--- src/rtl/keyscan_buf_pkg.sv ---
package keyscan_buf_pkg;

  localparam int SLOTS          = 8;
  localparam int ENTRY_W        = 8;
  localparam int CODE_W         = 7;
  localparam int ROW_W          = 4;
  localparam int COL_W          = 3;
  localparam int WORD_W         = 32;
  localparam int SLOTS_PER_WORD = WORD_W / ENTRY_W;
  localparam int SNAP_W         = SLOTS * ENTRY_W;
  localparam int CODES_W        = SLOTS * CODE_W;

  localparam logic [7:0] OFS_CTRL = 8'h00;
  localparam logic [7:0] OFS_STAT = 8'h04;
  localparam logic [7:0] OFS_LO   = 8'h30;
  localparam logic [7:0] OFS_HI   = 8'h34;

  localparam int CTL_EN_BIT  = 0;
  localparam int CTL_IEN_BIT = 3;
  localparam int CTL_DEB_LSB = 4;
  localparam int DEB_W       = 10;
  localparam int CTL_THR_LSB = 14;
  localparam int THR_W       = 4;

  localparam int STS_OVF_BIT = 0;
  localparam int STS_THR_BIT = 2;
  localparam int CNT_LSB     = 4;
  localparam int CNT_FIELD_W = 4;

  typedef logic [SNAP_W-1:0] snap_t;

  typedef struct packed {
    logic [THR_W-1:0] thr;
    logic [DEB_W-1:0] deb;
    logic             ien;
    logic             en;
  } ctl_t;

endpackage

--- src/rtl/keyscan_buf_pack.sv ---
module keyscan_buf_pack
  import keyscan_buf_pkg::*;
#(
  parameter int NUM_W = 4
) (
  input  logic [NUM_W-1:0]   num,
  input  logic [CODES_W-1:0] codes,
  output snap_t              snap
);

  localparam int NUM_EXT_W = 32;

  logic [NUM_EXT_W-1:0] num_ext;

  assign num_ext = NUM_EXT_W'(num);

  for (genvar g = 0; g < SLOTS; g++) begin : g_slot
    logic slot_used;
    assign slot_used = (num_ext > NUM_EXT_W'(g));
    always_comb begin
      if (slot_used) begin
        snap[g*ENTRY_W +: ENTRY_W] = {1'b1, codes[g*CODE_W +: CODE_W]};
      end else begin
        snap[g*ENTRY_W +: ENTRY_W] = '0;
      end
    end
  end

endmodule

--- src/rtl/keyscan_buf_fifo.sv ---
module keyscan_buf_fifo
  import keyscan_buf_pkg::*;
#(
  parameter int DEPTH = 4,
  parameter int CNT_W = $clog2(DEPTH + 1)
) (
  input  logic             clk,
  input  logic             rst_n,
  input  logic             push,
  input  logic             pop,
  input  snap_t            din,
  output snap_t            head,
  output logic [CNT_W-1:0] occ,
  output logic             empty,
  output logic             full,
  output logic             drop
);

  localparam int PTR_W = (DEPTH > 1) ? $clog2(DEPTH) : 1;
  localparam logic [PTR_W-1:0] LAST_PTR = PTR_W'(DEPTH - 1);
  localparam logic [CNT_W-1:0] FULL_CNT = CNT_W'(DEPTH);

  snap_t            mem [DEPTH];
  logic [PTR_W-1:0] wr_ptr_q, wr_ptr_d;
  logic [PTR_W-1:0] rd_ptr_q, rd_ptr_d;
  logic [CNT_W-1:0] occ_q, occ_d;
  logic             do_pop;
  logic             adv_rd;
  logic             state_en;

  assign empty  = (occ_q == '0);
  assign full   = (occ_q == FULL_CNT);
  assign do_pop = pop & ~empty;
  assign adv_rd = do_pop | (push & full);
  assign drop   = push & full & ~do_pop;

  always_comb begin
    wr_ptr_d = wr_ptr_q;
    rd_ptr_d = rd_ptr_q;
    occ_d    = occ_q;
    if (push) begin
      wr_ptr_d = (wr_ptr_q == LAST_PTR) ? '0 : wr_ptr_q + 1'b1;
    end
    if (adv_rd) begin
      rd_ptr_d = (rd_ptr_q == LAST_PTR) ? '0 : rd_ptr_q + 1'b1;
    end
    if (push && !full && !do_pop) begin
      occ_d = occ_q + 1'b1;
    end else if (do_pop && !push) begin
      occ_d = occ_q - 1'b1;
    end
  end

  assign state_en = push | do_pop;

  always_ff @(posedge clk or negedge rst_n) begin
    if (!rst_n) begin
      wr_ptr_q <= '0;
      rd_ptr_q <= '0;
      occ_q    <= '0;
    end else if (state_en) begin
      wr_ptr_q <= wr_ptr_d;
      rd_ptr_q <= rd_ptr_d;
      occ_q    <= occ_d;
    end
  end

  for (genvar g = 0; g < DEPTH; g++) begin : g_store
    logic we;
    assign we = push & (wr_ptr_q == PTR_W'(g));
    always_ff @(posedge clk) begin
      if (we) begin
        mem[g] <= din;
      end
    end
  end

  assign head = mem[rd_ptr_q];
  assign occ  = occ_q;

endmodule

--- src/rtl/keyscan_buf_regs.sv ---
module keyscan_buf_regs
  import keyscan_buf_pkg::*;
(
  input  logic                   clk,
  input  logic                   rst_n,
  input  logic                   bus_sel,
  input  logic                   bus_wr,
  input  logic [7:0]             bus_addr,
  input  logic [WORD_W-1:0]      bus_wdata,
  output logic [WORD_W-1:0]      bus_rdata,
  input  logic [CNT_FIELD_W-1:0] cnt,
  input  logic                   empty,
  input  snap_t                  head,
  input  logic                   drop,
  output ctl_t                   ctl,
  output logic                   pop_req,
  output logic                   sts_thr,
  output logic                   sts_ovf,
  output logic                   irq
);

  ctl_t ctl_q, ctl_d;
  logic ctl_we;
  logic thr_q, thr_d;
  logic ovf_q, ovf_d;
  logic arm_q, arm_d;
  logic sts_en, arm_en;
  logic wr_ctrl, wr_stat, rd_lo, rd_hi;
  logic thr_hit;
  logic clr_thr, clr_ovf;
  logic unused_wbits;

  assign wr_ctrl = bus_sel &  bus_wr & (bus_addr == OFS_CTRL);
  assign wr_stat = bus_sel &  bus_wr & (bus_addr == OFS_STAT);
  assign rd_lo   = bus_sel & ~bus_wr & (bus_addr == OFS_LO);
  assign rd_hi   = bus_sel & ~bus_wr & (bus_addr == OFS_HI);

  assign unused_wbits = ^{bus_wdata[WORD_W-1:CTL_THR_LSB+THR_W], bus_wdata[1]};

  // control register
  always_comb begin
    ctl_d.thr = bus_wdata[CTL_THR_LSB +: THR_W];
    ctl_d.deb = bus_wdata[CTL_DEB_LSB +: DEB_W];
    ctl_d.ien = bus_wdata[CTL_IEN_BIT];
    ctl_d.en  = bus_wdata[CTL_EN_BIT];
  end
  assign ctl_we = wr_ctrl;

  always_ff @(posedge clk or negedge rst_n) begin
    if (!rst_n) begin
      ctl_q <= '0;
    end else if (ctl_we) begin
      ctl_q <= ctl_d;
    end
  end

  // status flags: setting wins over a write-one clear
  assign thr_hit = (ctl_q.thr != '0) && (cnt >= ctl_q.thr);
  assign clr_thr = wr_stat & bus_wdata[STS_THR_BIT];
  assign clr_ovf = wr_stat & bus_wdata[STS_OVF_BIT];

  always_comb begin
    thr_d = thr_hit | (thr_q & ~clr_thr);
    ovf_d = drop    | (ovf_q & ~clr_ovf);
  end
  assign sts_en = thr_hit | drop | wr_stat;

  always_ff @(posedge clk or negedge rst_n) begin
    if (!rst_n) begin
      thr_q <= 1'b0;
      ovf_q <= 1'b0;
    end else if (sts_en) begin
      thr_q <= thr_d;
      ovf_q <= ovf_d;
    end
  end

  // drain sequencing: low word read arms, high word read consumes
  always_comb begin
    arm_d = arm_q;
    if (rd_lo) begin
      arm_d = 1'b1;
    end else if (rd_hi) begin
      arm_d = 1'b0;
    end
  end
  assign arm_en = rd_lo | rd_hi;

  always_ff @(posedge clk or negedge rst_n) begin
    if (!rst_n) begin
      arm_q <= 1'b0;
    end else if (arm_en) begin
      arm_q <= arm_d;
    end
  end

  assign pop_req = rd_hi & arm_q;

  // read mux
  always_comb begin
    bus_rdata = '0;
    if (bus_sel && !bus_wr) begin
      unique case (bus_addr)
        OFS_CTRL: bus_rdata = {{(WORD_W-CTL_THR_LSB-THR_W){1'b0}}, ctl_q.thr, ctl_q.deb,
                               ctl_q.ien, 2'b00, ctl_q.en};
        OFS_STAT: bus_rdata = {{(WORD_W-CNT_LSB-CNT_FIELD_W){1'b0}}, cnt, 1'b0, thr_q, 1'b0, ovf_q};
        OFS_LO:   bus_rdata = empty ? '0 : head[0 +: WORD_W];
        OFS_HI:   bus_rdata = empty ? '0 : head[WORD_W +: WORD_W];
        default:  bus_rdata = '0;
      endcase
    end
  end

  assign ctl     = ctl_q;
  assign sts_thr = thr_q;
  assign sts_ovf = ovf_q;
  assign irq     = thr_q & ctl_q.ien;

endmodule

--- src/rtl/keyscan_entry_buf.sv ---
module keyscan_entry_buf
  import keyscan_buf_pkg::*;
#(
  parameter int DEPTH = 4
) (
  input  logic               clk,
  input  logic               rst_n,
  input  logic               snap_push,
  input  logic [3:0]         snap_num,
  input  logic [CODES_W-1:0] snap_codes,
  input  logic               bus_sel,
  input  logic               bus_wr,
  input  logic [7:0]         bus_addr,
  input  logic [WORD_W-1:0]  bus_wdata,
  output logic [WORD_W-1:0]  bus_rdata,
  output logic               irq
);

  localparam int CNT_W = $clog2(DEPTH + 1);

  logic             rst_meta_q, rst_sync_n;
  snap_t            packed_snap;
  snap_t            head;
  logic [CNT_W-1:0] occ;
  logic             empty, full, drop;
  logic             push_acc;
  logic             pop_req;
  ctl_t             ctl;
  logic             ctl_en, ctl_ien;
  logic [THR_W-1:0] ctl_thr;
  logic             sts_thr, sts_ovf;
  logic [CNT_FIELD_W-1:0] cnt_field;
  logic             unused_sts;

  // asynchronous assert, synchronous release
  always_ff @(posedge clk or negedge rst_n) begin
    if (!rst_n) begin
      rst_meta_q <= 1'b0;
      rst_sync_n <= 1'b0;
    end else begin
      rst_meta_q <= 1'b1;
      rst_sync_n <= rst_meta_q;
    end
  end

  keyscan_buf_pack #(.NUM_W(4)) pack_i (
    .num   (snap_num),
    .codes (snap_codes),
    .snap  (packed_snap)
  );

  assign push_acc = snap_push & ctl_en;

  keyscan_buf_fifo #(.DEPTH(DEPTH), .CNT_W(CNT_W)) fifo_i (
    .clk   (clk),
    .rst_n (rst_sync_n),
    .push  (push_acc),
    .pop   (pop_req),
    .din   (packed_snap),
    .head  (head),
    .occ   (occ),
    .empty (empty),
    .full  (full),
    .drop  (drop)
  );

  assign cnt_field = CNT_FIELD_W'(occ);

  keyscan_buf_regs regs_i (
    .clk       (clk),
    .rst_n     (rst_sync_n),
    .bus_sel   (bus_sel),
    .bus_wr    (bus_wr),
    .bus_addr  (bus_addr),
    .bus_wdata (bus_wdata),
    .bus_rdata (bus_rdata),
    .cnt       (cnt_field),
    .empty     (empty),
    .head      (head),
    .drop      (drop),
    .ctl       (ctl),
    .pop_req   (pop_req),
    .sts_thr   (sts_thr),
    .sts_ovf   (sts_ovf),
    .irq       (irq)
  );

  assign ctl_en     = ctl.en;
  assign ctl_ien    = ctl.ien;
  assign ctl_thr    = ctl.thr;
  assign unused_sts = ^{sts_ovf, full, ctl.deb};

endmodule

--- config.mk ---
export PLATFORM = sky130hd
export DESIGN_NAME = keyscan_entry_buf
export DESIGN_NICKNAME = d
export VERILOG_FILES = /design/src/rtl/keyscan_buf_pkg.sv /design/src/rtl/keyscan_buf_pack.sv /design/src/rtl/keyscan_buf_fifo.sv /design/src/rtl/keyscan_buf_regs.sv /design/src/rtl/keyscan_entry_buf.sv
export SDC_FILE = /design/constraint.sdc
export NUM_CORES = 1
export LEC_CHECK = 0
export CAP_MARGIN = 10
export CORE_ASPECT_RATIO = 1.5
export CORE_MARGIN = 1
export CORE_UTILIZATION = 40
export DETAILED_ROUTE_END_ITERATION = 8
export DONT_BUFFER_PORTS = 1
export GPL_ROUTABILITY_DRIVEN = 0
export PLACE_DENSITY = 0.63
export SLEW_MARGIN = 20
export SYNTH_ARGS = -nofsm -noshare
export SYNTH_HDL_FRONTEND = slang
export SYNTH_SLANG_ARGS = --single-unit
--- constraint.sdc ---
create_clock -name clk -period 2.6 [get_ports clk]
set_input_delay 0.39 -clock clk [delete_from_list [all_inputs] [get_ports clk]]
set_output_delay 0.39 -clock clk [all_outputs]
set_load 0.1 [all_outputs]
; ---- Word-level counts from Yosys, hierarchy flattened
; Memories as Yosys holds them, arrays and structs flattened.
; Index checks and enable logic that the tools add are counted.
[word_totals]
mem_count = 1
latchBits = 0
romBits = 0
regBits = 28
in_bits = 105
ramBits = 256
word_cells = 123
[mem_list]
columns = name, words, width, read_ports, rd_clocked_by_memory_dff, wr, line_no
row1 = fifo_i.mem, 4, 64, 1, 0, 1, keyscan_buf_fifo.sv:23  ; snap_t mem [DEPTH];
[classes]
magnitude_cmp = 9
add_sub_neg = 4
div = 0
reduce_logical = 22
multipliers = 0
shifts = 0
muxes = 35
bitwise = 32
n_eq_ne = 8
[op_table]
columns = cell, count
row1 = 2-to-1 mux 64 bit, 3
row2 = OR reduction 64 bit, 3
row3 = one-hot mux 32 bit (4 select lines), 1
row4 = 2-to-1 mux 32 bit, 3
row5 = 2-to-1 mux 8 bit, 8
row6 = bitwise AND 1 bit, 20
row7 = equality test 8 x 6 -> 1 bit (second input constant), 2
row8 = greater-than comparator 4 x 3 -> 1 bit (second input constant), 4
row9 = 2-to-1 mux 1 bit, 13
row10 = 2-to-1 mux 2 bit, 5
row11 = equality test 8 x 3 -> 1 bit (second input constant), 1
row12 = greater-than comparator 4 x 1 -> 1 bit (second input constant), 2
row13 = greater-than comparator 4 x 2 -> 1 bit (second input constant), 2
row14 = logical NOT 8 bit, 1
row15 = AND reduction 2 bit, 4
row16 = OR 1 bit, 7
row17 = equality test 2 bit (second input constant), 3
row18 = 2-to-1 mux 3 bit, 2
row19 = logical AND 1 bit, 5
row20 = NOT 1 bit, 5
row21 = adder 2 x 1 -> 2 bit (second input constant), 2
row22 = >= comparator 3 x 4 -> 1 bit, 1
row23 = logical NOT 1 bit, 4
row24 = nonzero test 2 bit, 2
row25 = other kinds (7), 7

; ---- Depth between registers and ports, before layout
; Gate-level depths: netlist of run 1.
[logic_depth]
word_depth = 9
mapped_depth = 8

; ---- By module
; A second synthesis of run 1 with hierarchy kept.
[unflattened]
hier_cells = 631
hier_area_um2 = 11915.2
[modules_own_cells]
columns = module, seq_area_each_um2, area_each_um2, n_inst, cells_each
row1 = keyscan_buf_fifo, 7862.5, 9743.1, 1, 389
row2 = keyscan_buf_regs, 475.5, 1640.3, 1, 164
row3 = keyscan_buf_pack, 0.0, 467.9, 1, 73
row4 = keyscan_entry_buf, 50.0, 63.8, 1, 5

; ---- Least setup slack after synthesis of run 1
; OpenSTA, ideal clock, no wires.
[synth_path]
path_kind = reg2out
from = reg fifo_i.rd_ptr_q[1]
to = out bus_rdata[31]
t_required_ns = 2.210
slack_ns = -1.301
t_arrival_ns = 3.511
path_stages_with_launch = 6
path_buffers = 2
cell_sequence = dfrtp_1 clkbuf_1 clkbuf_1 mux4_2 mux2i_1 nor3b_1
[synth_via]
elab_chain_cells = 4
elab_cells_between_ends = 5
classes_between = mux (4) / memory (1)
[synth_rtl]
columns = element, line_no
row1 = "start, declared", keyscan_buf_fifo.sv:25  ; logic [PTR_W-1:0] rd_ptr_q, rd_ptr_d;
row2 = "start signal, assigned", keyscan_buf_fifo.sv:63  ; rd_ptr_q <= rd_ptr_d;
row3 = memory read (4 x 64 bit) *, --
row4 = "2-to-1 mux 32 bit, on equally long branches", "keyscan_buf_regs.sv:108, keyscan_buf_regs.sv:107"
row5 = one-hot mux 32 bit (4 select lines) *, keyscan_buf_regs.sv:103  ; unique case (bus_addr)
row6 = 2-to-1 mux 32 bit *, keyscan_buf_regs.sv:102  ; if (bus_sel && !bus_wr) begin
row7 = "end, declared", keyscan_entry_buf.sv:15  ; output logic [WORD_W-1:0] bus_rdata,
; Mark *: on every way between the ends. The rest lies on a longest branch, timed or not.

; ---- Final worst setup path of run 1
[layout_path]
from = reg fifo_i.rd_ptr_q[0]
to = out bus_rdata[17]
; Same word-level chain as after synthesis.

==> results.py, run 1 <==
metrics = {
    "routing": {
        "drtIter0Drc": 432,
        "drtAntennaViolNets": 0,
        "first_pass_iters": 5,
        "wire_per_inst_um": 23.1,
        "dr_total_vias": 6103,
        "drc": 0,
        "viasPerCell": 5.38,
        "drt-total-wl_um": 26200,
    },
    "critical_path": {
        "r2r_start": "fifo_i.occ[0]$_DFFE_PN0P_",
        "cp_max_fo": 6,
        "start_kind": "flop",
        "r2r_slack_ns": 0.23,
        "r2r-end": "fifo_i.occ[2]$_DFFE_PN0P_",
        "crit_arrival_ns": 2.50,
        "worstPathRequired_ns": 2.21,
        "path_class": "flop to output pin",
        "ff2ff_path_depth": 8,
        "endpoint_kind": "output pin",
        "crit_start": "fifo_i.rd_ptr_q[0]$_DFFE_PN0P_",
    },
    "yosys": {
        "synth-edff-count": 256,
        "syn_inst": 620,
        "ys_warn_count": 0,
        "synth_cell_types": 47,
        "avgSynthCellArea_um2": 18.7,
        "synth_seq_cells": 284,
        "synthArstFlopShare_pct": 9.86,
        "synthFlopType": "edfxtp_1",
        "synth-seq-area-share_pct": 72.3,
        "synth_nets": 734,
        "syn_area_mm2": 0.0116,
    },
    "clock_network": {
        "numCtsBuffers": 26,
        "clkLatencyLatePin_ns": 0.54,
        "cts_tree": "built",
        "h-tree-depth": 1,
        "clock_path_buffers": 3,
        "clkTransAtPathRegs_ns": 0.06,
        "root_buffer": "clkbuf_16",
        "cts_sinks": 284,
    },
    "finish": {
        "drive_gt1_share_pct": 37.7,
        "final_common_cell": "edfxtp_1",
        "area_growth_pct": 27.0,
        "fin_cells": 1134,
        "nNetsFinal": 836,
        "mostFrequentLayoutCells": "edfxtp_1 (256), mux4_2 (64), buf_12 (49), and2_1 (30)",
    },
    "sta": {
        "slew_headroom_pct": 45.0,
        "slew_violations": 0,
        "rsz0062_at_grt": "yes",
        "post-route-period-util_pct": 111,
        "tightest_slew_ns": 0.818,
        "finalSetupViolCount": 32,
        "min_period_ns": 2.89,
        "worst_slack_ns": -0.287,
        "clock_skew_ns": 0.0203,
        "finalHoldViolCount": 0,
        "holdWs_ns": 0.0211,
        "fmax_ghz": 0.346,
    },
    "placement": {
        "dpl.hpwl_um": 16800,
        "portBuffers": 0,
        "dpl.cell_count": 1045,
    },
    "floorplan": {
        "die-height_um": 211,
        "dieArea_mm2": 0.0297,
        "coreArea_mm2": 0.0286,
        "die_w_um": 141,
        "start_util_pct": 40.5,
        "row_count": 76,
        "io_pins": 138,
    },
    "global_routing": {
        "grt_pass1_vias": 6771,
        "grt_overflow": 0,
        "grt_pass1_wl_um": 40100,
        "grt_max_degree": 43,
        "grt.total_usage_pct": 18.3,
        "antenna_found_initial": 8,
    },
    "power_and_ir_drop": {
        "max-vdd-ir-drop_uv": 421,
        "powerDensity_mw_per_mm2": 631,
        "p_leak_nw": 4.75,
        "finalPower_mw": 9.30,
    },
    "job": {
        "drv_cap": 0,
    },
    "min_path": {
        "hp-start": "bus_wdata[4]",
        "hold_depth": 1,
        "worst_hold_path_type": "input port to flop",
        "hold_path_end": "regs_i.ctl[2]$_DFFE_PN0P_",
    },
    "outcome": {
        "violations": "negative setup slack",
        "outcome": "finished with violations",
    },
}
==> timing repair <==
| item | 4_1_cts | 5_1_grt |
|---|---|---|
| hold buffers | 17 | 0 |
| hold endpoints to repair | 21 | 0 |
| gates resized for setup | 41 | 14 |
| setup buffers | 11 | 10 |
| pin swaps | 12 | 22 |
| setup endpoints to repair | 32 | 32 |
| cloned | 3 | 1 |
==> per-stage QoR <==
stage | TNS (ns) | cell area, um^2 | setup slack, ns | util, %
floorplan | -3.09 | 11800 | -0.323 | -
global placement | 0 | 13200 | 0.222 | 46.2
detailed placement | 0 | 13200 | 0.180 | 46.2
CTS | -7.15 | 14600 | -0.326 | 51.0
global route | -9.69 | 14700 | -0.408 | 51.5
finish | -6.95 | 14700 | -0.287 | 51.5
==> synthesized netlist by cell type (2+ instances only) <==
cell / instances / area (um^2)
mux2i_1: 2 / 20.0
mux4_2: 64 / 1440
or3_1: 2 / 12.5
a21oi_1: 7 / 35.0
or2_2: 2 / 12.5
a21o_1: 2 / 15.0
and2_1: 30 / 188
nor2b_1: 28 / 175
a22oi_1: 19 / 143
a31oi_1: 2 / 12.5
buf_1: 2 / 7.51
nand2b_1: 3 / 18.8
and3_1: 4 / 25.0
nand2_1: 9 / 33.8
dfrtp_1: 28 / 701
mux2_2: 10 / 113
nor2_1: 45 / 169
clkbuf_1: 21 / 78.8
o21ai_1: 2 / 10.0
o21ai_0: 7 / 35.0
mux2_4: 6 / 90.1
edfxtp_1: 256 / 7690
a222oi_1: 13 / 130
nor3_1: 6 / 30.0
nor4_1: 2 / 12.5
buf_2: 7 / 35.0
ha_1: 8 / 100
a221oi_1: 4 / 35.0
inv_1: 11 / 41.3
==> critical path, stage by stage (launching register included) <==
cell	delay, ns
dfrtp_4	0.52
buf_12	0.15
mux4_2	0.51
a222oi_1	0.38
buf_4	0.19
nor2_4	0.04
buf_12	0.18
==> sequential cells by signal, indices dropped and copies added (netlist names) <==
| register | flops |
|---|---|
| fifo_i.mem | 256 |
| fifo_i.occ | 3 |
| fifo_i.rd_ptr_q | 2 |
| fifo_i.wr_ptr_q | 2 |
| regs_i.arm_q | 1 |
| regs_i.ctl | 16 |
| regs_i.sts_ovf | 1 |
| regs_i.sts_thr | 1 |
| rst_meta_q | 1 |
| rst_sync_n | 1 |
==> worst max-delay path by stage <==
stage / slack (ns) / depth (start not counted) / to
after detailed placement: 0.18 / 7 / bus_rdata[8]
final: -0.29 / 6 / bus_rdata[17]
after global placement: 0.22 / 7 / bus_rdata[14]
after global routing: -0.41 / 6 / bus_rdata[17]
after CTS: -0.33 / 5 / bus_rdata[8]
after floorplan: -0.32 / 5 / bus_rdata[1]
==> layout make-up <==
type | count | area [um^2]
clock inverter | 13 | 124
tap | 390 | 488
inverter | 11 | 41.3
multi-input combinational | 293 | 3350
antenna | 3 | 7.51
sequential | 284 | 8390
fill | 2259 | 13900
timing repair buffer | 106 | 1610
clock buffer | 34 | 722
==> routing by layer <==
metal | up-vias | track usage (%) | wire (um)
met5 | - | 0 | 28
met4 | 6 | 6.63 | 778
met3 | 56 | 3.29 | 1390
met2 | 195 | 32.9 | 14100
met1 | 3148 | 21.8 | 9900
li1 | 2698 | - | -
==> cells by family after synthesis <==
group | Yosys count | synth area share, %
other | 1 | 0.0323
flip-flops | 284 | 72.3
AND/OR/NAND/NOR | 138 | 6.60
buffers and inverters | 43 | 1.63
multiplexers | 82 | 14.3
XOR/XNOR | 1 | 0.0755
AO/OA/AOI/OAI | 62 | 4.02
adder cells (fa/ha/maj) | 9 | 1.03
==> report_power, final <==
group	switching, mW	total (mW)	internal [mW]
logic	0.258	0.457	0.199
clock network	1.59	3.75	2.16
registers	0.0413	5.09	5.04
total	1.89	9.30	7.40
No activity file was read; power rests on OpenSTA's default activity.
==> run 2, diff against run 1 <==
--- a/config.mk
+++ b/config.mk
@@ -16,4 +16,5 @@
 export SLEW_MARGIN = 20
 export SYNTH_ARGS = -nofsm -noshare
 export SYNTH_HDL_FRONTEND = slang
+export SYNTH_HIERARCHICAL = 1
 export SYNTH_SLANG_ARGS = --single-unit
==> run 2 against run 1 <==
The flow still finishes with violations (negative setup slack). Critical path type unchanged. Largest power group unchanged. Synthesized area up 2.7%. Highest routed layer unchanged. Worst setup slack lost 0.020 ns. Largest cell class unchanged. Register-to-register slack better by 0.03 ns. Non-clock buffer count is 19 lower. Die area is 2.6% higher. Final area grew 1.1%. Flip-flop and latch count did not move. Critical endpoint is now bus_rdata[8].
==> results.py, run 2 <==
metrics = {
    "yosys": {
        "ys_warn_count": 6,
        "synth_seq_cells": 284,
        "synth_most_common_cell": "edfxtp_1",
        "synth_common_cells": "edfxtp_1 (256), mux4_2 (64), nor2b_1 (30)",
        "synthArstFlopShare_pct": 9.86,
        "synth_top_cells_by_area": "edfxtp_1 (65%), mux4_2 (12%), dfrtp_1 (5.9%)",
        "synth_top_area_cell": "edfxtp_1",
        "syn_area_mm2": 0.0119,
        "synth_top_area_share_pct": 64.5,
        "synth_cell_types": 55,
        "syn_inst": 631,
        "synth-seq-area-share_pct": 70.4,
        "synthFlopType": "edfxtp_1",
        "synth-edff-count": 256,
        "avgSynthCellArea_um2": 18.9,
    },
    "power_and_ir_drop": {
        "p_sw_share_pct": 20.4,
        "finalPower_mw": 9.55,
        "p_comb_share_pct": 2.8,
        "intPower_mw": 7.61,
        "pwr-share-seq_pct": 53.1,
        "max-vdd-ir-drop_uv": 472,
        "p_clk_share_pct": 44.1,
        "p_leak_nw": 4.83,
        "powerDensity_mw_per_mm2": 641,
        "power_switching_mw": 1.94,
    },
    "clock_network": {
        "h-tree-depth": 1,
        "clkTransAtPathRegs_ns": 0.07,
        "numCtsBuffers": 29,
        "root_buffer": "clkbuf_16",
        "cts_sinks": 284,
        "clkLatencyLatePin_ns": 0.54,
        "clock_path_buffers": 3,
        "cts_tree": "built",
    },
    "global_routing": {
        "antenna_found_initial": 4,
        "grt_pass1_vias": 6594,
        "grt_pass1_wl_um": 39800,
        "grt_overflow": 0,
        "grt_max_degree": 41,
        "grt.total_usage_pct": 17.8,
    },
    "critical_path": {
        "r2r_slack_ns": 0.26,
        "cp_max_fo": 10,
        "path_class": "flop to output pin",
        "crit_arrival_ns": 2.52,
        "start_kind": "flop",
        "endpoint_kind": "output pin",
        "worstPathRequired_ns": 2.21,
    },
    "sta": {
        "finalSetupViolCount": 32,
        "slew_violations": 0,
        "tns_ns": -7.60,
        "tightest_slew_ns": 0.805,
        "fmax_ghz": 0.344,
        "finalHoldViolCount": 0,
        "worst_slack_ns": -0.306,
        "clock_skew_ns": 0.0112,
        "rsz0062_at_grt": "yes",
        "holdWs_ns": 0.0702,
        "post-route-period-util_pct": 112,
        "min_period_ns": 2.91,
        "slew_headroom_pct": 46.3,
    },
    "routing": {
        "drt-total-wl_um": 26000,
        "drc": 0,
        "viasPerCell": 5.34,
        "first_pass_iters": 4,
        "dr_total_vias": 6055,
        "wire_per_inst_um": 23.0,
        "drtIter0Drc": 413,
        "drtAntennaViolNets": 0,
    },
    "finish": {
        "largest-register": "fifo_i/mem",
        "area_growth_pct": 25.1,
        "mostFrequentLayoutCells": "edfxtp_1 (256), mux4_2 (64), buf_12 (39), nor2b_1 (30), clkbuf_16 (29)",
        "nNetsFinal": 831,
        "fillCellCount": 2335,
        "final_common_cell": "edfxtp_1",
        "largest_register_ffs": 256,
        "drive_gt1_share_pct": 36.0,
    },
    "floorplan": {
        "dieArea_mm2": 0.0305,
        "die-height_um": 213,
        "coreArea_mm2": 0.0294,
        "row_count": 77,
        "start_util_pct": 40.5,
        "io_pins": 138,
        "die_w_um": 143,
    },
    "min_path": {
        "worst_hold_path_type": "input port to async pin",
    },
    "job": {
        "drv_cap": 0,
    },
    "placement": {
        "portBuffers": 0,
        "dpl.hpwl_um": 16900,
    },
    "outcome": {
        "outcome": "finished with violations",
        "violations": "negative setup slack",
    },
}
==> run 2: path summary, 6_finish.rpt <==
path                                            from                     endpoint  cells past startpoint
min in group clk                         snap_num[3]  fifo_i/mem[2][39]$_DFFE_PP_                      1
max reg2reg                fifo_i/occ[1]$_DFFE_PN0P_    fifo_i/occ[2]$_DFFE_PN0P_                      7
max                        fifo_i/occ[0]$_DFFE_PN0P_                 bus_rdata[8]                      6
min                                            rst_n         rst_meta_q$_DFF_PN0_                      1
min reg2reg                     rst_sync_n$_DFF_PN0_   regs_i/ctl[14]$_DFFE_PN0P_                      0
max in group asynchronous       rst_sync_n$_DFF_PN0_    regs_i/ctl[7]$_DFFE_PN0P_                      1
==> run 2: cell type report <==
class / instances / area [um^2] / share of cell area [%]
diodes: 2 / 5.00 / 0.0336
clock buffers: 34 / 744 / 4.99
clock inverters: 17 / 221 / 1.49
inverters: 14 / 52.6 / 0.353
multi-input cells: 300 / 3730 / 25.0
flip-flops and latches: 284 / 8390 / 56.3
well taps: 395 / 494 / 3.32
repair buffers: 87 / 1260 / 8.45
==> run 2: cell families (layout without fill, tap and decap cells) <==
logic type | Yosys count | after routing | synth area share, %
flops | 284 | 284 | 70.4
simple gates | 127 | 127 | 6.75
mux | 103 | 103 | 15.6
compound gates | 55 | 55 | 3.74
buf+inv | 48 | 152 | 2.24
fa+ha+maj | 10 | 10 | 1.11
other cells | 2 | 5 | 0.0630
xor+xnor | 2 | 2 | 0.147
==> run 2: what timing repair did <==
action	in CTS	in global routing
hold buffers	19	0
endpoints found under the hold margin	24	0
setup buffers	1	0
resized for setup	17	5
pin swaps	5	2
endpoints found under the setup margin	32	32
gates cloned	1	0
==> run 2: critical path, stage by stage (launching register included) <==
cell and delay (ns):
dfrtp_1 0.39, nor3_4 0.06, or3b_4 0.37, or4_4 0.59, buf_12 0.20, o2bb2ai_4 0.16
buf_12 0.18
==> run 2: routing by layer <==
metal / GRT usage (%) / share of wire (%) / up-vias
met5: 0 / 0.050 / -
met4: 5.78 / 1.9 / 2
met3: 3.15 / 4.9 / 32
met2: 32.2 / 55 / 154
met1: 21.3 / 39 / 3166
li1: - / - / 2701
==> run 2: power groups by stage <==
stage / registers [mW] / logic, mW / clock network [mW]
after floorplan: 5.15 / 0.186 / 0
after global placement: 5.16 / 0.223 / 0
after detailed placement: 5.17 / 0.245 / 0
after CTS: 5.07 / 0.274 / 4.30
after global routing: 5.07 / 0.301 / 4.45
final: 5.07 / 0.272 / 4.21
==> run 2: metrics by stage <==
step	utilization, %	setup WS, ns	cell area (um^2)	cells
2_1_floorplan	-	-0.158	12300	632
3_3_place_gp	46.3	0.0896	13600	1059
3_5_place_dp	46.3	0.0184	13600	1059
4_1_cts	50.6	-0.328	14900	1131
5_1_grt	50.7	-0.383	14900	1131
6_report	50.7	-0.306	14900	1133
